$ cat src/rtl/evt_irq_pkg.sv
package evt_irq_pkg;
  // Word selector taken from address bits [3:2]
  typedef enum logic [1:0] {
    WORD_DIS  = 2'd0,
    WORD_ENA  = 2'd1,
    WORD_MASK = 2'd2,
    WORD_STAT = 2'd3
  } word_sel_e;
endpackage

$ cat src/rtl/evt_irq_regdec.sv
module evt_irq_regdec
  import evt_irq_pkg::*;
#(
  parameter int NUM_SRC = 2,
  parameter int ADDR_W  = 4,
  parameter int DATA_W  = 32
) (
  input  logic               clk,
  input  logic               rst_n,
  input  logic               wr,
  input  logic [ADDR_W-1:0]  addr,
  input  logic [DATA_W-1:0]  wdata,
  output logic [NUM_SRC-1:0] ena_set,
  output logic [NUM_SRC-1:0] ena_clr,
  output logic [NUM_SRC-1:0] stat_clr
);
  word_sel_e sel;
  logic [NUM_SRC-1:0] bits;

  assign sel  = word_sel_e'(addr[3:2]);
  assign bits = wdata[NUM_SRC-1:0];

  always_comb begin
    ena_set  = '0;
    ena_clr  = '0;
    stat_clr = '0;
    if (wr) begin
      case (sel)
        WORD_ENA:  ena_set  = bits;
        WORD_DIS:  ena_clr  = bits;
        WORD_STAT: stat_clr = bits;
        default:   ;
      endcase
    end
  end

  // only one command word can act per cycle
  a_r6_one_cmd_word: assert property (@(posedge clk) disable iff (!rst_n)
    $onehot0({|ena_set, |ena_clr, |stat_clr}));
endmodule

$ cat src/rtl/evt_irq_enable.sv
module evt_irq_enable #(
  parameter int NUM_SRC = 2
) (
  input  logic               clk,
  input  logic               rst_n,
  input  logic [NUM_SRC-1:0] set_bits,
  input  logic [NUM_SRC-1:0] clr_bits,
  output logic [NUM_SRC-1:0] mask
);
  always_ff @(posedge clk) begin
    if (!rst_n) mask <= '0;
    else        mask <= (mask | set_bits) & ~clr_bits;
  end

  for (genvar i = 0; i < NUM_SRC; i++) begin : g_chk
    a_r2_enable_takes: assert property (@(posedge clk) disable iff (!rst_n)
      (set_bits[i] && !clr_bits[i]) |=> mask[i]);
    a_r3_disable_takes: assert property (@(posedge clk) disable iff (!rst_n)
      clr_bits[i] |=> !mask[i]);
  end
endmodule

$ cat src/rtl/evt_irq_pending.sv
module evt_irq_pending #(
  parameter int NUM_SRC = 2
) (
  input  logic               clk,
  input  logic               rst_n,
  input  logic [NUM_SRC-1:0] evt,
  input  logic [NUM_SRC-1:0] mask,
  input  logic [NUM_SRC-1:0] clr,
  output logic [NUM_SRC-1:0] pend
);
  for (genvar i = 0; i < NUM_SRC; i++) begin : g_bit
    always_ff @(posedge clk) begin
      if (!rst_n)                pend[i] <= 1'b0;
      else if (evt[i] && mask[i]) pend[i] <= 1'b1;
      else if (clr[i])           pend[i] <= 1'b0;
    end

    a_r5_set_only_enabled: assert property (@(posedge clk) disable iff (!rst_n)
      $rose(pend[i]) |-> $past(evt[i] && mask[i]));
    a_r7_set_wins: assert property (@(posedge clk) disable iff (!rst_n)
      (evt[i] && mask[i]) |=> pend[i]);
    a_r6_hold_quiet: assert property (@(posedge clk) disable iff (!rst_n)
      (!evt[i] && !clr[i]) |=> $stable(pend[i]));
  end
endmodule

$ cat src/rtl/evt_irq_ctrl.sv
module evt_irq_ctrl
  import evt_irq_pkg::*;
#(
  parameter int NUM_SRC = 2,
  parameter int ADDR_W  = 4,
  parameter int DATA_W  = 32
) (
  input  logic               clk,
  input  logic               rst_n,
  input  logic [NUM_SRC-1:0] src_event,
  input  logic               cfg_wr,
  input  logic               cfg_rd,
  input  logic [ADDR_W-1:0]  cfg_addr,
  input  logic [DATA_W-1:0]  cfg_wdata,
  output logic [DATA_W-1:0]  cfg_rdata,
  output logic               irq
);
  logic [NUM_SRC-1:0] ena_set, ena_clr, stat_clr, mask, pend;
  logic [DATA_W-1:0]  rd_next;
  logic               unused_bits;

  assign unused_bits = ^{cfg_addr[1:0], cfg_wdata};

  evt_irq_regdec #(.NUM_SRC(NUM_SRC), .ADDR_W(ADDR_W), .DATA_W(DATA_W)) u_dec (
    .clk(clk), .rst_n(rst_n), .wr(cfg_wr), .addr(cfg_addr), .wdata(cfg_wdata),
    .ena_set(ena_set), .ena_clr(ena_clr), .stat_clr(stat_clr)
  );

  evt_irq_enable #(.NUM_SRC(NUM_SRC)) u_ena (
    .clk(clk), .rst_n(rst_n), .set_bits(ena_set), .clr_bits(ena_clr), .mask(mask)
  );

  evt_irq_pending #(.NUM_SRC(NUM_SRC)) u_pend (
    .clk(clk), .rst_n(rst_n), .evt(src_event), .mask(mask), .clr(stat_clr), .pend(pend)
  );

  // readback mux: command words read as zero
  always_comb begin
    rd_next = '0;
    case (word_sel_e'(cfg_addr[3:2]))
      WORD_MASK: rd_next[NUM_SRC-1:0] = mask;
      WORD_STAT: rd_next[NUM_SRC-1:0] = pend;
      default:   ;
    endcase
  end

  always_ff @(posedge clk) begin
    if (!rst_n) begin
      cfg_rdata <= '0;
      irq       <= 1'b0;
    end else begin
      if (cfg_rd) cfg_rdata <= rd_next;
      irq <= |(pend & mask);
    end
  end

  a_r8_irq_needs_pending: assert property (@(posedge clk) disable iff (!rst_n)
    irq |-> $past(|pend));
  a_r9_cmd_word_reads_zero: assert property (@(posedge clk) disable iff (!rst_n)
    (cfg_rd && !cfg_addr[3]) |=> (cfg_rdata == '0));
  a_r9_rdata_holds: assert property (@(posedge clk) disable iff (!rst_n)
    !cfg_rd |=> $stable(cfg_rdata));
endmodule

$ cat config.mk
export PLATFORM = sky130hd
export DESIGN_NAME = evt_irq_ctrl
export DESIGN_NICKNAME = d
export VERILOG_FILES = /design/src/rtl/evt_irq_pkg.sv /design/src/rtl/evt_irq_regdec.sv /design/src/rtl/evt_irq_enable.sv /design/src/rtl/evt_irq_pending.sv /design/src/rtl/evt_irq_ctrl.sv
export SDC_FILE = /design/constraint.sdc
export NUM_CORES = 1
export LEC_CHECK = 0
export BUFFER_PORTS_ARGS = -buffer_cell sky130_fd_sc_hd__buf_2
export CORE_MARGIN = 2
export CORE_UTILIZATION = 29
export DETAILED_ROUTE_END_ITERATION = 7
export PLACE_DENSITY = 0.83
export SYNTH_ARGS = -nofsm -noshare
export SYNTH_HDL_FRONTEND = slang
export SYNTH_SLANG_ARGS = --single-unit
export TNS_END_PERCENT = 10
$ cat constraint.sdc
create_clock -name clk -period 0.9 [get_ports clk]
set_input_delay 0 -clock clk [delete_from_list [all_inputs] [get_ports clk]]
set_output_delay 0 -clock clk [all_outputs]
set_load 0.02 [all_outputs]
==> flow_summary.toml, run 1 <==
[grt]
grt_start_max_net_pins = 12
grt_usage_pct = 8.29
grt_overflow = 0
grt_antenna_before_repair = 0
grt_pass1_vias = 282
grt_first_pass_wirelength_um = 1150

[cells_and_area]
final_cell_mix = "30 x conb_1, 12 x buf_2, 7 x dfxtp_1"
final_common_cell = "conb_1"
diodes = 0
drive_gt1_share_pct = 21.3
final_nets = 118
stdcell_area_sq_um = 524
area_growth_pct = -1.87

[timing]
fin_skew_ps = 3.67
period_share_pct = 89.6
setup_viol = 0
slew_violations = 0
tns_ps = 0
finalHoldViolations = 0
fin_crit_ps = 806
timing.fmax_ghz = 1.24
rsz0062_at_grt = "false"

[place]
port_buffers = 12
post-dp-hpwl_um = 689
place_congestion = 0.634
postPlaceCellArea_sq_um = 498

[synthesis]
synth_mux_area_share_pct = 7.49
ys_types = 15
syn-cell-area_sq_um = 534
synthSimpleGateAreaFrac_pct = 14.8
syn_inst = 61
ys_seq_elements = 7
synth.avg_cell_area_sq_um = 8.76
yosysWarnings = 0
synth_top_family_by_area = "buffers and inverters"
synthAdderAreaFrac_pct = 0
synth_compound_area_share_pct = 6.56
synth_top_cells_by_area = "buf_4 42%, dfxtp_1 26%, mux2i_1 7.5%"
synth_top_area_cell = "buf_4"
post-synth-top-area-fraction_pct = 42.2
ys_seq_area_share_pct = 26.2
synth_xor_area_share_pct = 0

[clocking]
postCtsResizedCells = 0
path_clk_slew_ps = 50
htree_levels = 1
cts.sinks = 7
numCtsBuffers = 3
clockBufferDepth = 2
post_cts_buffers = 0
clk_latency_ps = 250
cts_tree = "built"
cts_root_buf = "clkbuf_4"
hold_buffers = 0

[die]
die_h_um = 46.9
initial_utilization_pct = 30.9
coreArea_sq_um = 1730
die_w_um = 46.9
ioPinCount = 75
die-area_sq_um = 2200
rows = 15

[routing]
drt_drc_violations_left = 0
drt_iter0_drc = 4
wirelength_um = 821
wire_per_inst_um = 8.21
post_drt_via_cell_ratio = 3.51
num_vias = 351
drtPass1Iterations = 3
final_antenna_net_count = 0

[worst_setup_path]
crit_path_start_kind = "register"
crit_fanout = 4
cp-end-kind = "register"
crit_chain = "and3_2 -> a31o_1"
slowest_stage = "dfxtp_1"
critPathRequiredTime_ps = 1040
critPathKind = "register to register"
slowest_delay_ps = 320
path_buf_inv = 0
arrival_ps = 950
cp_top_family = "flip-flops"

[power]
vdd_drop_max_uv = 781
leakage_nw = 0.281
power_density_nw_per_um2 = 1480

[hold_path]
hp-class = "primary input to register"

[run]
maxCapViolCount = 0

[status]
status = "completed"
[worst register-to-register path, stage by stage (launching register included)]
cell	delay, ps
dfxtp_1	320
and3_2	190
a31o_1	180
[routing by layer]
metal / global-route usage [%] / wire, um / vias to the layer above
li1: - / - / 173
met1: 8.31 / 306 / 148
met2: 12.6 / 373 / 26
met3: 5.77 / 121 / 4
met4: 5.00 / 19 / 0
met5: 0 / 0 / -
[through the flow]
step           setup WS [ps]  utilization (%)  hold slack [ps]  std cells  power [W]
6_report                93.8             30.4             48.8        100   0.000776
5_1_grt                 68.4             30.4             43.5        100   0.000838
4_1_cts                 90.8             30.4             49.4        100   0.000781
3_5_place_dp            97.4             28.8              317         96   0.000492
3_3_place_gp             120             28.8              284         96   0.000490
2_1_floorplan            134                -              161         90   0.000564
[worst paths after layout]
path | slack, ps | from | depth (start not counted) | to
max | 90 | u_ena.mask[1] | 2 | u_pend.pend[1]
min | 50 | cfg_rd | 3 | cfg_rdata[1]
max reg2reg | 90 | u_ena.mask[1] | 2 | u_pend.pend[1]
min reg2reg | 490 | cfg_rdata[0] | 2 | cfg_rdata[0]
[cell families (layout without fill, tap and decap cells)]
group / Yosys count / after routing
AOI/OAI and AO/OA: 5 / 5
buffers and inverters: 31 / 16
DFF: 7 / 7
muxes: 4 / 4
other: 1 / 30
and+or+nand+nor: 13 / 13
[registers in the layout, indices dropped and copies added (netlist names)]
register     cells
u_ena.mask       2
irq              1
u_pend.pend      2
cfg_rdata        2
[power breakdown]
group | switching (W) | total, W | internal (W)
Combinational | 0.000140 | 0.000168 | 0.0000283
Sequential | 0.00000467 | 0.000321 | 0.000316
Clock | 0.000117 | 0.000287 | 0.000169
Total | 0.000262 | 0.000776 | 0.000514
[cell usage after synthesis (all sizes together)]
cell type / n
nand3b: 4
nor2b: 1
conb: 1
o21ai: 2
buf: 31
nand2: 3
and3: 2
mux2i: 4
nand4: 2
a22oi: 1
nand3: 1
dfxtp: 7
a31o: 2
[area by class of cell]
class	instances	area (sq um)
clock buffers	4	26.3
fillers	199	1200
multi-input cells	52	267
flip-flops and latches	7	140
well taps	25	31.3
repair buffers	12	60.1
No activity file was read; power rests on OpenSTA's default activity.
==> run 2, diff against run 1 <==
--- a/config.mk
+++ b/config.mk
@@ -5,12 +5,14 @@
 export SDC_FILE = /design/constraint.sdc
 export NUM_CORES = 1
 export LEC_CHECK = 0
+export ABC_AREA = 1
 export BUFFER_PORTS_ARGS = -buffer_cell sky130_fd_sc_hd__buf_2
 export CORE_MARGIN = 2
-export CORE_UTILIZATION = 29
+export CORE_UTILIZATION = 30
 export DETAILED_ROUTE_END_ITERATION = 7
-export PLACE_DENSITY = 0.83
+export PLACE_DENSITY = 0.84
 export SYNTH_ARGS = -nofsm -noshare
 export SYNTH_HDL_FRONTEND = slang
+export SYNTH_HIERARCHICAL = 1
 export SYNTH_SLANG_ARGS = --single-unit
 export TNS_END_PERCENT = 10
==> run 2 against run 1 <==
Compared with the run above:
- flip-flop and latch count did not move
- critical path type is now register to primary output
- critical endpoint is now cfg_rdata[0]
- utilization increased by 2.6 points
- clock skew fell by 0.69 ps
- register-to-register slack better by 110 ps
- sequential power up 2%
- combinational power is 17% higher
- non-clock buffer count up 1
- design area increased by 9.8%
- global-route usage is 0.54 points higher
- fmax up 11%
- synthesized cell count increased by 43%
==> flow_summary.toml, run 2 <==
[status]
status = "completed"

[routing]
drt_drc_violations_left = 0
drtPass1Iterations = 4
final_antenna_net_count = 0
num_vias = 448
drt_iter0_drc = 24
topRoutingLayerUsed = "met3"
met3WireLength_um = 125
post_drt_via_cell_ratio = 3.50
drt-met1-wl_um = 359
wire_per_inst_um = 7.09
wirelength_um = 907
route.met2.wl_um = 422

[grt]
grt_pass1_vias = 352
grt_usage_pct = 8.83
grt_overflow = 0
grt_start_max_net_pins = 7
grt_antenna_before_repair = 0
grt_first_pass_wirelength_um = 1330

[worst_setup_path]
critPathKind = "register to primary output"
path_buf_inv = 1
critPathRequiredTime_ps = 900
cp_top_family = "flip-flops"
r2r_start = "u_ena/mask[0]"
worstRegToRegCells = 4
arrival_ps = 720
rrSetupSlack_ps = 200
r2r-end = "cfg_rdata[0]"
slowest_stage = "dfxtp_1"
crit_chain = "buf_2"
crit_path_start_kind = "register"
crit_fanout = 2
slowest_delay_ps = 320
cp-end-kind = "primary output"

[cells_and_area]
diodes = 0
final_nets = 146
final_cell_mix = "30 x conb_1, 15 x nand2_1, 14 x nor2_1"
drive_gt1_share_pct = 14.6
stdcell_area_sq_um = 576
fillerInstances = 198
area_growth_pct = 2.00
final_common_cell = "conb_1"
reg_top3 = "cfg_rdata: 2 flops, u_ena/mask: 2 flops, u_pend/pend: 2 flops"

[timing]
tns_ps = 0
finalHoldViolations = 0
period_share_pct = 80.5
setup_viol = 0
rsz0062_at_grt = "false"
fin_crit_ps = 724
hold_ws_ps = 14.7
fin_skew_ps = 2.98
slew_violations = 0
timing.fmax_ghz = 1.38

[hold_path]
min_from = "rst_n"
hp-class = "primary input to register"
holdPathEnd = "u_ena/mask[1]"
holdPathStages = 3

[run]
maxCapViolCount = 0

[synthesis]
post-synth-top-area-fraction_pct = 39.9
ys_async_sr_fraction_pct = 0
netlist_top_cells_count = "30 x buf_4, 15 x nand2_1, 14 x nor2_1"
syn_inst = 87
ys_seq_elements = 7
synth_edf_count = 0
synth.avg_cell_area_sq_um = 6.49
synth_top_cells_by_area = "buf_4 40%, dfxtp_1 25%, nand2_1 10%"
syn-cell-area_sq_um = 564
ys_types = 8
ys_seq_area_share_pct = 24.8
synthFlopType = "dfxtp_1"
yosysWarnings = 6
yosysMostFrequentCell = "buf_4"
synth_top_area_cell = "buf_4"

[place]
postPlaceCellArea_sq_um = 539
port_buffers = 12
place_congestion = 0.791
post-dp-hpwl_um = 753

[die]
die-area_sq_um = 2240
initial_utilization_pct = 32.3
rows = 15
coreArea_sq_um = 1750
die_h_um = 47.4
die_w_um = 47.4
ioPinCount = 75

[clocking]
clockBufferDepth = 2
clk_latency_ps = 250
postCtsResizedCells = 0
path_clk_slew_ps = 50
numCtsBuffers = 3
hold_buffers = 1
cts_tree = "built"
htree_levels = 1
post_cts_buffers = 0
cts.sinks = 7
cts_root_buf = "clkbuf_4"

[power]
vdd_drop_max_uv = 473
p_sw_w = 0.000278
combPwrFrac_pct = 24.5
power_density_nw_per_um2 = 1400
internal_power_w = 0.000525
p_clk_share_pct = 34.8
pwr-share-seq_pct = 40.7
netSwitchingFraction_pct = 34.6
leakage_nw = 0.329
==> run 2: metal layers <==
metal	track usage, %	vias up
li1	-	232
met1	9.98	184
met2	13.2	32
met3	4.62	0
met4	5.00	0
met5	0	-
==> run 2: cell type report <==
cell class                 count  area, sq um  share of cell area [%]
clock buffer                   4         26.3                    4.57
timing repair buffer          13         70.1                    12.2
multi-input combinational     68          267                    46.3
inverter                      11         41.3                    7.17
tap                           25         31.3                    5.43
sequential                     7          140                    24.3
==> run 2: power groups by stage <==
stage	clock network (W)	logic, W	registers [W]
2_1_floorplan	0	0.000246	0.000338
3_3_place_gp	0	0.000187	0.000333
3_5_place_dp	0	0.000190	0.000334
4_1_cts	0.000294	0.000193	0.000327
5_1_grt	0.000313	0.000221	0.000328
6_report	0.000280	0.000197	0.000327
==> run 2: kinds of logic (layout without fill, tap and decap cells) <==
family	after synthesis	count (layout)	share of synthesized area, %
buf+inv	41	28	47.2
simple gates	35	35	24.6
flops	7	7	24.8
compound gates	3	3	2.66
other cells	1	30	0.665
==> run 2: worst max-delay path by stage <==
stage                     cells after the start            to  slack (ps)     startpoint
after floorplan                               4  cfg_rdata[1]         200   cfg_rdata[1]
after global placement                        4  cfg_rdata[0]         240  u_ena/mask[0]
after detailed placement                      4  cfg_rdata[0]         210  u_ena/mask[0]
after CTS                                     1  cfg_rdata[0]         160   cfg_rdata[0]
after global routing                          1  cfg_rdata[0]         140   cfg_rdata[0]
final                                         1  cfg_rdata[0]         180   cfg_rdata[0]
==> run 2: tightest hold or removal path, stage by stage <==
cell and delay, ps:
buf_2 120, nand2_1 60, nor2_1 30
==> run 2: per-stage QoR <==
step | utilization [%] | setup WS [ps] | std cells | total power [W]
after CTS | 33.0 | 162 | 128 | 0.000814
after global placement | 30.9 | 240 | 123 | 0.000520
final | 33.0 | 176 | 128 | 0.000803
after detailed placement | 30.9 | 208 | 123 | 0.000523
after floorplan | - | 195 | 116 | 0.000584
after global routing | 33.0 | 138 | 128 | 0.000861
